`src/rtl/prio_hist_pkg.sv`:
```
package prio_hist_pkg;

    typedef enum logic [1:0] {
        OCC_EMPTY,
        OCC_PARTIAL,
        OCC_FULL
    } occ_state_e;

    typedef enum logic [1:0] {
        OP_IDLE,
        OP_PUSH,
        OP_POP,
        OP_SWAP
    } stack_op_e;

    function automatic stack_op_e decode_op(input logic push, input logic pop);
        if (push && pop) return OP_SWAP;
        if (push)        return OP_PUSH;
        if (pop)         return OP_POP;
        return OP_IDLE;
    endfunction

endpackage

```
`src/rtl/prio_hist_ctrl.sv`:
```
module prio_hist_ctrl
    import prio_hist_pkg::*;
#(
    parameter int DEPTH = 14
) (
    input  logic      clk,
    input  logic      rst,
    input  stack_op_e op,
    output logic      is_empty_o
);

    localparam int CNT_W = $clog2(DEPTH + 1);
    localparam logic [CNT_W-1:0] CNT_MAX  = CNT_W'(DEPTH);
    localparam logic [CNT_W-1:0] CNT_LAST = CNT_W'(DEPTH - 1);
    localparam logic [CNT_W-1:0] CNT_ONE  = CNT_W'(1);

    occ_state_e       state_q, state_nxt;
    logic [CNT_W-1:0] cnt_q, cnt_nxt;

    // state register
    always_ff @(posedge clk) begin
        if (rst) begin
            state_q <= OCC_EMPTY;
            cnt_q   <= '0;
        end else begin
            state_q <= state_nxt;
            cnt_q   <= cnt_nxt;
        end
    end

    // transitions: pop is applied before push on OP_SWAP
    always_comb begin
        state_nxt = state_q;
        cnt_nxt   = cnt_q;
        unique case (state_q)
            OCC_EMPTY: begin
                if (op == OP_PUSH || op == OP_SWAP) begin
                    cnt_nxt   = CNT_ONE;
                    state_nxt = (DEPTH == 1) ? OCC_FULL : OCC_PARTIAL;
                end
            end
            OCC_PARTIAL: begin
                if (op == OP_PUSH) begin
                    cnt_nxt = cnt_q + CNT_ONE;
                    if (cnt_q == CNT_LAST) state_nxt = OCC_FULL;
                end else if (op == OP_POP) begin
                    cnt_nxt = cnt_q - CNT_ONE;
                    if (cnt_q == CNT_ONE) state_nxt = OCC_EMPTY;
                end
            end
            OCC_FULL: begin
                if (op == OP_POP) begin
                    cnt_nxt   = CNT_LAST;
                    state_nxt = (DEPTH == 1) ? OCC_EMPTY : OCC_PARTIAL;
                end
            end
            default: begin
                state_nxt = OCC_EMPTY;
                cnt_nxt   = '0;
            end
        endcase
    end

    // outputs
    always_comb begin
        is_empty_o = (state_q == OCC_EMPTY);
    end

    p_cnt_bound_r4: assert property (@(posedge clk) disable iff (rst)
        (cnt_q <= CNT_MAX));

    p_full_match_r4: assert property (@(posedge clk) disable iff (rst)
        ((state_q == OCC_FULL) == (cnt_q == CNT_MAX)));

    p_full_push_r4: assert property (@(posedge clk) disable iff (rst)
        (state_q == OCC_FULL && op == OP_PUSH) |=> (state_q == OCC_FULL));

    p_pop_empty_r5: assert property (@(posedge clk) disable iff (rst)
        (state_q == OCC_EMPTY && op == OP_POP) |=> (state_q == OCC_EMPTY));

    p_swap_count_r6: assert property (@(posedge clk) disable iff (rst)
        (op == OP_SWAP && state_q != OCC_EMPTY) |=> $stable(cnt_q));

    p_swap_empty_r6: assert property (@(posedge clk) disable iff (rst)
        (op == OP_SWAP && state_q == OCC_EMPTY) |=> (cnt_q == CNT_ONE));

endmodule

```
`src/rtl/prio_hist_store.sv`:
```
module prio_hist_store
    import prio_hist_pkg::*;
#(
    parameter int PRIO_W = 4,
    parameter int DEPTH  = 14
) (
    input  logic              clk,
    input  logic              rst,
    input  stack_op_e         op,
    input  logic [PRIO_W-1:0] push_prio_i,
    output logic [PRIO_W-1:0] top_o
);

    logic [PRIO_W-1:0] slot_q   [DEPTH];
    logic [PRIO_W-1:0] newer_w  [DEPTH];
    logic [PRIO_W-1:0] older_w  [DEPTH];

    for (genvar i = 0; i < DEPTH; i++) begin : g_slot
        if (i == 0) begin : g_head
            assign newer_w[i] = push_prio_i;
        end else begin : g_body
            assign newer_w[i] = slot_q[i-1];
        end

        if (i == DEPTH - 1) begin : g_tail
            assign older_w[i] = '0;
        end else begin : g_inner
            assign older_w[i] = slot_q[i+1];
        end

        always_ff @(posedge clk) begin
            if (rst) begin
                slot_q[i] <= '0;
            end else begin
                unique case (op)
                    OP_PUSH: slot_q[i] <= newer_w[i];
                    OP_POP:  slot_q[i] <= older_w[i];
                    OP_SWAP: if (i == 0) slot_q[i] <= push_prio_i;
                    OP_IDLE: ;
                    default: ;
                endcase
            end
        end
    end

    assign top_o = slot_q[0];

    if (DEPTH > 1) begin : g_chk
        p_swap_keeps_r6: assert property (@(posedge clk) disable iff (rst)
            (op == OP_SWAP) |=> (slot_q[1] == $past(slot_q[1])));
    end

    p_idle_hold_r8: assert property (@(posedge clk) disable iff (rst)
        (op == OP_IDLE) |=> $stable(top_o));

endmodule

```
`src/rtl/prio_hist_stack.sv`:
```
module prio_hist_stack
    import prio_hist_pkg::*;
#(
    parameter int PRIO_W = 4,
    parameter int DEPTH  = 14
) (
    input  logic              clk,
    input  logic              rst,
    input  logic              push_i,
    input  logic              pop_i,
    input  logic [PRIO_W-1:0] push_prio_i,
    output logic [PRIO_W-1:0] top_prio_o
);

    stack_op_e         op;
    logic              is_empty;
    logic [PRIO_W-1:0] store_top;

    assign op = decode_op(push_i, pop_i);

    prio_hist_ctrl #(
        .DEPTH (DEPTH)
    ) u_ctrl (
        .clk        (clk),
        .rst        (rst),
        .op         (op),
        .is_empty_o (is_empty)
    );

    prio_hist_store #(
        .PRIO_W (PRIO_W),
        .DEPTH  (DEPTH)
    ) u_store (
        .clk         (clk),
        .rst         (rst),
        .op          (op),
        .push_prio_i (push_prio_i),
        .top_o       (store_top)
    );

    assign top_prio_o = is_empty ? '0 : store_top;

    p_push_top_r2: assert property (@(posedge clk) disable iff (rst)
        push_i |=> (top_prio_o == $past(push_prio_i)));

    p_empty_zero_r5: assert property (@(posedge clk) disable iff (rst)
        is_empty |-> (store_top == '0));

    p_reset_clear_r1: assert property (@(posedge clk)
        rst |=> (rst || top_prio_o == '0));

endmodule

```
`config.mk`:
```
export PLATFORM = sky130hd
export DESIGN_NAME = prio_hist_stack
export DESIGN_NICKNAME = d
export VERILOG_FILES = /design/src/rtl/prio_hist_pkg.sv /design/src/rtl/prio_hist_ctrl.sv /design/src/rtl/prio_hist_store.sv /design/src/rtl/prio_hist_stack.sv
export SDC_FILE = /design/constraint.sdc
export NUM_CORES = 1
export LEC_CHECK = 0
export ABC_AREA = 1
export BUFFER_PORTS_ARGS = -buffer_cell sky130_fd_sc_hd__buf_2
export CORE_MARGIN = 2
export CORE_UTILIZATION = 41
export CTS_BUF_LIST = sky130_fd_sc_hd__clkbuf_4 sky130_fd_sc_hd__clkbuf_8 sky130_fd_sc_hd__clkbuf_16
export DETAILED_ROUTE_END_ITERATION = 8
export GPL_ROUTABILITY_DRIVEN = 0
export PLACE_DENSITY = 0.67
export SYNTH_ARGS = -nofsm -noshare
export SYNTH_HDL_FRONTEND = slang
export SYNTH_SLANG_ARGS = --single-unit
```
`constraint.sdc`:
```
create_clock -name clk -period 2.95 [get_ports clk]
set_input_delay 0.4425 -clock clk [delete_from_list [all_inputs] [get_ports clk]]
set_output_delay 0.4425 -clock clk [all_outputs]
set_load 0.05 [all_outputs]
```
==> key figures, run 1 <==
Outcome
  • Status: complete, no violations

Yosys
  • Xor/xnor cell area share of the yosys netlist: 0%
  • Post-Synth Simple-Gate Area: 11.9%
  • Post-synth EDFFs: 56
  • Post-synthesis net count: 282
  • Syn_area_per_cell: 10.6 um^2
  • Predominant post-synthesis flop cell: edfxtp_1
  • FFs w/ async S/R, synth: 0%
  • Yosys top cell by area: edfxtp_1
  • Ys Warns: 0
  • Sequential fraction of the synthesis area: 62.9%
  • Mux share of post-synthesis cell area: 0%
  • Complex-gate fraction of the synthesized area: 12.9%
  • Top-count cell post-synth: inv_1
  • Cells after Synth: 271
  • FF+latch count, synth: 62
  • Largest family of logic cells by synthesized area: compound AO/OA/AOI/OAI gates
  • Netlist Area Pre-Place: 2870 um^2
  • Adder-Cell Fraction of Synth Area: 1.31%
  • Synth top area cells: edfxtp_1 (59%), o22ai_1 (9.0%), inv_1 (7.9%)
  • Yosys top cell area share: 58.7%
  • Library cells used by synthesis: 24
  • Commonest cells post-synth: inv_1 (60), edfxtp_1 (56), o22ai_1 (41), nand2_1 (26), nor2_1 (16)

Global routing
  • Largest net degree at the start of global routing: 52
  • Grt total ovfl: 0
  • Vias in the first global route: 1845
  • Met2 Use GR: 21.1%
  • GR Layer Usage met1: 20.5%
  • Global-route wire length before repair: 8550 um
  • Met3 layer usage reported by global route: 4.81%
  • Gr busiest metal: met2
  • Initial antenna violation count: 0
  • Tot GR Track Use: 14.7%

Drt
  • DRT Pass-1 Iters: 4
  • Detailed Route Iter0 Violations: 139
  • DR vias: 1900
  • DRC errors left: 0
  • Via/cell ratio: 4.92
  • Final ANT Viol Nets: 0
  • DRT Wirelength: 5050 um
  • WL/cell: 13.1 um

CTS
  • Worst skew pair latency: 0.34 ns
  • CTS resizes: 0
  • Clock Pin Slew Worst Setup and Hold Paths: 0.07 ns
  • Clock buffer depth: 2
  • H-tree Lvls: 3
  • Postcts setup bufs: 0
  • CTS Buf Count: 9
  • Root buffer cell: clkbuf_8
  • CTS tree: built
  • Clock sinks: 62
  • CTS Hold Bufs: 0

Layout
  • Syn-to-layout area delta: 10.5%
  • Share of layout cells above drive strength 1: 16.2%
  • Final antenna diode count: 0
  • Post-Layout Cell Count: 386
  • Nets: 296

Timing
  • Final setup viols: 0
  • Final WS setup: 1.21 ns
  • Setup TNS: 0 ns
  • Hold Vio Cnt, Final: 0
  • RSZ-0062 raised after global routing: no
  • Min Hold Slack: 0.347 ns
  • Final Cycle Share: 59.1%
  • Slew margin rel.: 44.8%
  • Worst-margin pin slew: 0.826 ns
  • Clk_skew: 0.00943 ns
  • Fin. max-slew vios: 0
  • Post-route minimum period: 1.74 ns
  • Max Freq: 0.573 GHz

Power and ir drop
  • Static leakage: 1.26 nW
  • Internal power: 1.51 mW
  • Psw: 0.583 mW
  • Power density over cell area: 661 nW/um^2
  • Switching Share: 27.8%
  • VDD IR max: 0.227 mV
  • Clk pwr share: 32.9%
  • Reg power frac: 51.6%
  • Comb pwr share: 15.5%

Critical path
  • WP data arrival: 1.30 ns
  • Critical path peak fanout: 5
  • Critical Path RT: 2.51 ns
  • Type of the worst setup path: reg2out
  • Startpoint types: flip-flop
  • Crit. End Element: primary output

Run
  • Max cap viols: 0

Floorplanning
  • # IOs: 12
  • Core region area: 6790 um^2
  • Die area: 7670 um^2
  • Overall die height: 87.6 um
  • Row cnt: 30
  • Starting density of the core: 42.2%
  • Die W: 87.6 um

Placement
  • Placed Instances: 370
  • Port bufs: 11
  • Hpwl dp: 3260 um
  • Post-Place Worst Slack: 1.02 ns

Worst hold path
  • Hold crit path type: in2reg
-- per-stage QoR --
| step | total power, mW | instance area (um^2) | util (%) |
|---|---|---|---|
| after floorplan | 1.35 | 2870 | - |
| after global placement | 1.41 | 2980 | 43.9 |
| after detailed placement | 1.42 | 2980 | 43.9 |
| after CTS | 2.11 | 3170 | 46.6 |
| after global routing | 2.20 | 3170 | 46.6 |
| final | 2.09 | 3170 | 46.6 |
-- per-layer routing --
metal  vias up  routed length [um]
met5         -                   0
met1       890                2470
li1        959                   -
met2        45                2250
met3         6                 259
met4         0                  70
-- area by class of cell --
class / instances / area [um^2]
clock inverter: 3 / 17.5
inverter: 65 / 246
timing repair buffer: 12 / 62.6
fill: 645 / 3630
sequential: 62 / 1800
multi-input combinational: 135 / 752
tap: 96 / 120
clock buffer: 13 / 166
-- critical path, cell delays in order, from the launching register on --
cell and delay (ns):
dfxtp_1 0.35, nor2_1 0.32, nor2_1 0.07, buf_2 0.22
-- power by group through the flow --
stage          clock [mW]  sequential, mW  combinational, mW
2_1_floorplan           0            1.09              0.257
3_3_place_gp            0            1.10              0.313
3_5_place_dp            0            1.10              0.324
4_1_cts             0.704            1.08              0.325
5_1_grt             0.744            1.09              0.368
6_report            0.689            1.08              0.324
-- placed cells by master, fill, tap and decap left out, types with 3 or more instances in the layout --
cell,Yosys,final
inv_2,4,4
o22ai_1,41,41
dfxtp_1,6,6
nand2_4,3,3
nand2_1,26,26
o21ai_0,7,7
nor2_2,3,3
o21ai_1,6,6
inv_4,1,3
nand3_1,12,11
inv_1,60,60
nand2_2,4,4
nor2_1,16,16
ha_1,3,3
a21oi_1,7,7
buf_2,5,11
clkbuf_8,0,11
edfxtp_1,56,56
-- sequential cells by signal (all words and copies together) (netlist names) --
register	count
u_ctrl.state_q	2
u_ctrl.cnt_q	4
u_store.slot_q	56
-- worst paths after layout --
check                                               startpoint                              to  slack, ns  cells after the start
worst min-delay path                                       rst  u_ctrl.state_q[1]$_SDFFE_PP0P_       0.35                      2
worst max register to register  u_ctrl.state_q[1]$_SDFFE_PP0P_  u_ctrl.state_q[0]$_SDFFE_PP0P_       1.59                      8
worst min register to register    u_ctrl.cnt_q[1]$_SDFFE_PP0P_    u_ctrl.cnt_q[1]$_SDFFE_PP0P_       0.53                      2
worst max-delay path            u_ctrl.state_q[1]$_SDFFE_PP0P_                   top_prio_o[1]       1.21                      3
-- logic make-up after synthesis --
logic type | count (synthesis)
buf+inv | 74
simple gates | 70
compound gates | 62
flops | 62
fa+ha+maj | 3
Note: power is estimated with default switching activity, not from simulation.
==> run 2: changes to the inputs <==
ABC_AREA = 0   (was 1)
clock period = 1.75 ns   (was 2.95 ns; I/O delays follow)
==> run 2 against run 1 <==
Effect of this change: sequential power is 69% higher; register-to-register slack worse by 1.4 ns; critical path depth unchanged; synthesized cell count down 27%; combinational power decreased by 25%; final cell count down 24%; clock skew shrank 0.0025 ns; largest cell class unchanged; highest routed layer unchanged.
==> key figures, run 2 <==
Yosys
  • Post-Synth Simple-Gate Area: 8.53%
  • Syn_area_per_cell: 14.0 um^2
  • Yosys top cell area share: 60.4%
  • Cells after Synth: 199
  • Synth top area cells: edfxtp_1 (60%), a22o_1 (15%), dfxtp_1 (4.3%)
  • Ys Warns: 0
  • Sequential fraction of the synthesis area: 64.7%
  • FF+latch count, synth: 62
  • Xor/xnor cell area share of the yosys netlist: 0%
  • Commonest cells post-synth: edfxtp_1 (56), a22o_1 (47), nor2_1 (11), a22oi_1 (7)
  • Netlist Area Pre-Place: 2790 um^2
  • Adder-Cell Fraction of Synth Area: 1.35%
  • Post-synth EDFFs: 56
  • Predominant post-synthesis flop cell: edfxtp_1
  • Post-synthesis net count: 210
  • Library cells used by synthesis: 37
  • Mux share of post-synthesis cell area: 0.359%
  • Largest family of logic cells by synthesized area: compound AO/OA/AOI/OAI gates
  • FFs w/ async S/R, synth: 0%
  • Top-count cell post-synth: edfxtp_1
  • Complex-gate fraction of the synthesized area: 21.1%
  • Yosys top cell by area: edfxtp_1

Floorplanning
  • Overall die height: 86.4 um
  • Starting density of the core: 41.7%
  • Row cnt: 30
  • Die area: 7470 um^2
  • # IOs: 12
  • Die W: 86.4 um
  • Core region area: 6680 um^2

Critical path
  • Slowest cell on the critical path: dfxtp_1
  • CP peak stage delay: 0.52 ns
  • CP bufs+invs: 1
  • Critical Path, Cell by Cell: nor2_1, nor2b_1, buf_2
  • Startpoint types: flip-flop
  • Delay-heaviest family, CP: flip-flops
  • Critical Path RT: 1.49 ns
  • WP data arrival: 1.41 ns
  • Critical path peak fanout: 10
  • Crit. End Element: primary output
  • Type of the worst setup path: reg2out

Power and ir drop
  • VDD IR max: 0.658 mV
  • Internal power: 2.36 mW
  • Power density over cell area: 1020 nW/um^2
  • Clk pwr share: 34.2%
  • Reg power frac: 58.0%
  • Switching Share: 24.7%
  • Static leakage: 1.17 nW
  • Comb pwr share: 7.7%
  • Psw: 0.773 mW

Timing
  • Max Freq: 0.596 GHz
  • Min Hold Slack: 0.258 ns
  • Final Cycle Share: 95.8%
  • Post-route minimum period: 1.68 ns
  • Clk_skew: 0.00695 ns
  • Final setup viols: 0
  • Worst-margin pin slew: 1.01 ns
  • RSZ-0062 raised after global routing: no
  • Setup TNS: 0 ns
  • Fin. max-slew vios: 0
  • Slew margin rel.: 32.4%
  • Hold Vio Cnt, Final: 0

CTS
  • Clock buffer depth: 2
  • H-tree Lvls: 3
  • Clock Pin Slew Worst Setup and Hold Paths: 0.06 ns
  • Worst skew pair latency: 0.33 ns
  • Root buffer cell: clkbuf_8
  • Clock sinks: 62
  • CTS tree: built
  • CTS Buf Count: 9

Drt
  • DR vias: 1694
  • Detailed Route Iter0 Violations: 106
  • Via/cell ratio: 5.74
  • DRT Wirelength: 4970 um
  • DRT Pass-1 Iters: 5
  • Final ANT Viol Nets: 0
  • WL/cell: 16.8 um
  • DRC errors left: 0

Worst hold path
  • Hold crit path type: in2reg

Global routing
  • Tot GR Track Use: 14.1%
  • Initial antenna violation count: 0
  • Vias in the first global route: 1606
  • Grt total ovfl: 0
  • Global-route wire length before repair: 8000 um
  • Largest net degree at the start of global routing: 52

Layout
  • Top reg by flops: u_store.slot_q
  • Commonest non-fill, non-tap cells in the layout: edfxtp_1 (56), a22o_1 (47), buf_2 (11)
  • Most common cell after layout, fill and taps aside: edfxtp_1
  • Post-Layout Cell Count: 295
  • Syn-to-layout area delta: 10.4%
  • Final antenna diode count: 0
  • Post-layout util: 46.0%
  • Max FFs per register: 56
  • Largest regs: u_store.slot_q: 56 flops, u_ctrl.cnt_q: 4 flops, u_ctrl.state_q: 2 flops
  • Share of layout cells above drive strength 1: 19.5%
  • Nets: 221

Placement
  • Port bufs: 11
  • Hpwl dp: 3040 um
  • Placed Instances: 279

Run
  • Max cap viols: 0

Outcome
  • Status: complete, no violations
run 2: cell count changes after synthesis, moves of 6 or more:
cell      before  now
clkbuf_1       0    6
a22oi_1        0    7
a22o_1         0   47
o22ai_1       41    1
nand2_1       26    4
nand3_1       12    0
and2_1         0    6
o21ai_1        6    0
nor2b_1        0    6
inv_1         60    3
run 2: path summary, 6_finish.rpt:
kind	cells past startpoint	from	slack [ns]	endpoint
hold / removal	2	rst	0.26	u_ctrl.state_q[0]$_SDFFE_PP0P_
hold reg to reg	1	u_store.slot_q[13][3]$_SDFFCE_PP0P_	0.55	u_store.slot_q[12][3]$_DFFE_PP_
setup / recovery	3	u_ctrl.state_q[1]$_SDFFE_PP0P_	0.07	top_prio_o[3]
setup reg to reg	3	u_ctrl.state_q[1]$_SDFFE_PP0P_	0.19	u_ctrl.cnt_q[3]$_SDFFE_PP0P_
run 2: power groups by stage:
| stage | logic [mW] | clock network (mW) | registers, mW |
|---|---|---|---|
| 2_1_floorplan | 0.198 | 0 | 1.81 |
| 3_3_place_gp | 0.235 | 0 | 1.85 |
| 3_5_place_dp | 0.241 | 0 | 1.85 |
| 4_1_cts | 0.243 | 1.10 | 1.82 |
| 5_1_grt | 0.265 | 1.16 | 1.83 |
| 6_report | 0.242 | 1.07 | 1.82 |
run 2: area by class of cell:
cell class | instances | area [um^2]
clock buffer | 10 | 131
timing repair buffer | 17 | 100
tap | 80 | 100
multi-input combinational | 117 | 892
inverter | 3 | 11.3
clock inverter | 6 | 38.8
sequential | 62 | 1800
fill | 616 | 3600
run 2: layer usage:
layer | global-route usage, % | part of all wire (%)
met1 | 20.5 | 52
met2 | 19.4 | 43
met3 | 3.14 | 3.8
met4 | 7.67 | 1.5
met5 | 0 | 0
run 2: timing repair:
item | in CTS | in global routing
endpoints found under the setup margin | 0 | 4
resized for setup | 0 | 1
setup buffers | 0 | 0
hold buffers | 0 | 0
run 2: cell families after synthesis:
| group | count (synthesis) |
|---|---|
| compound gates | 71 |
| fa+ha+maj | 3 |
| buf+inv | 20 |
| flops | 62 |
| mux | 1 |
| simple gates | 42 |
run 2: stage by stage:
| step | total power [mW] | worst slack (ns) | area (um^2) |
|---|---|---|---|
| after floorplan | 2.01 | 0.191 | 2790 |
| after global placement | 2.08 | -0.0157 | 2910 |
| after detailed placement | 2.09 | -0.0418 | 2910 |
| after CTS | 3.16 | 0.0385 | 3080 |
| after global routing | 3.25 | 0.0158 | 3080 |
| final | 3.13 | 0.0729 | 3080 |
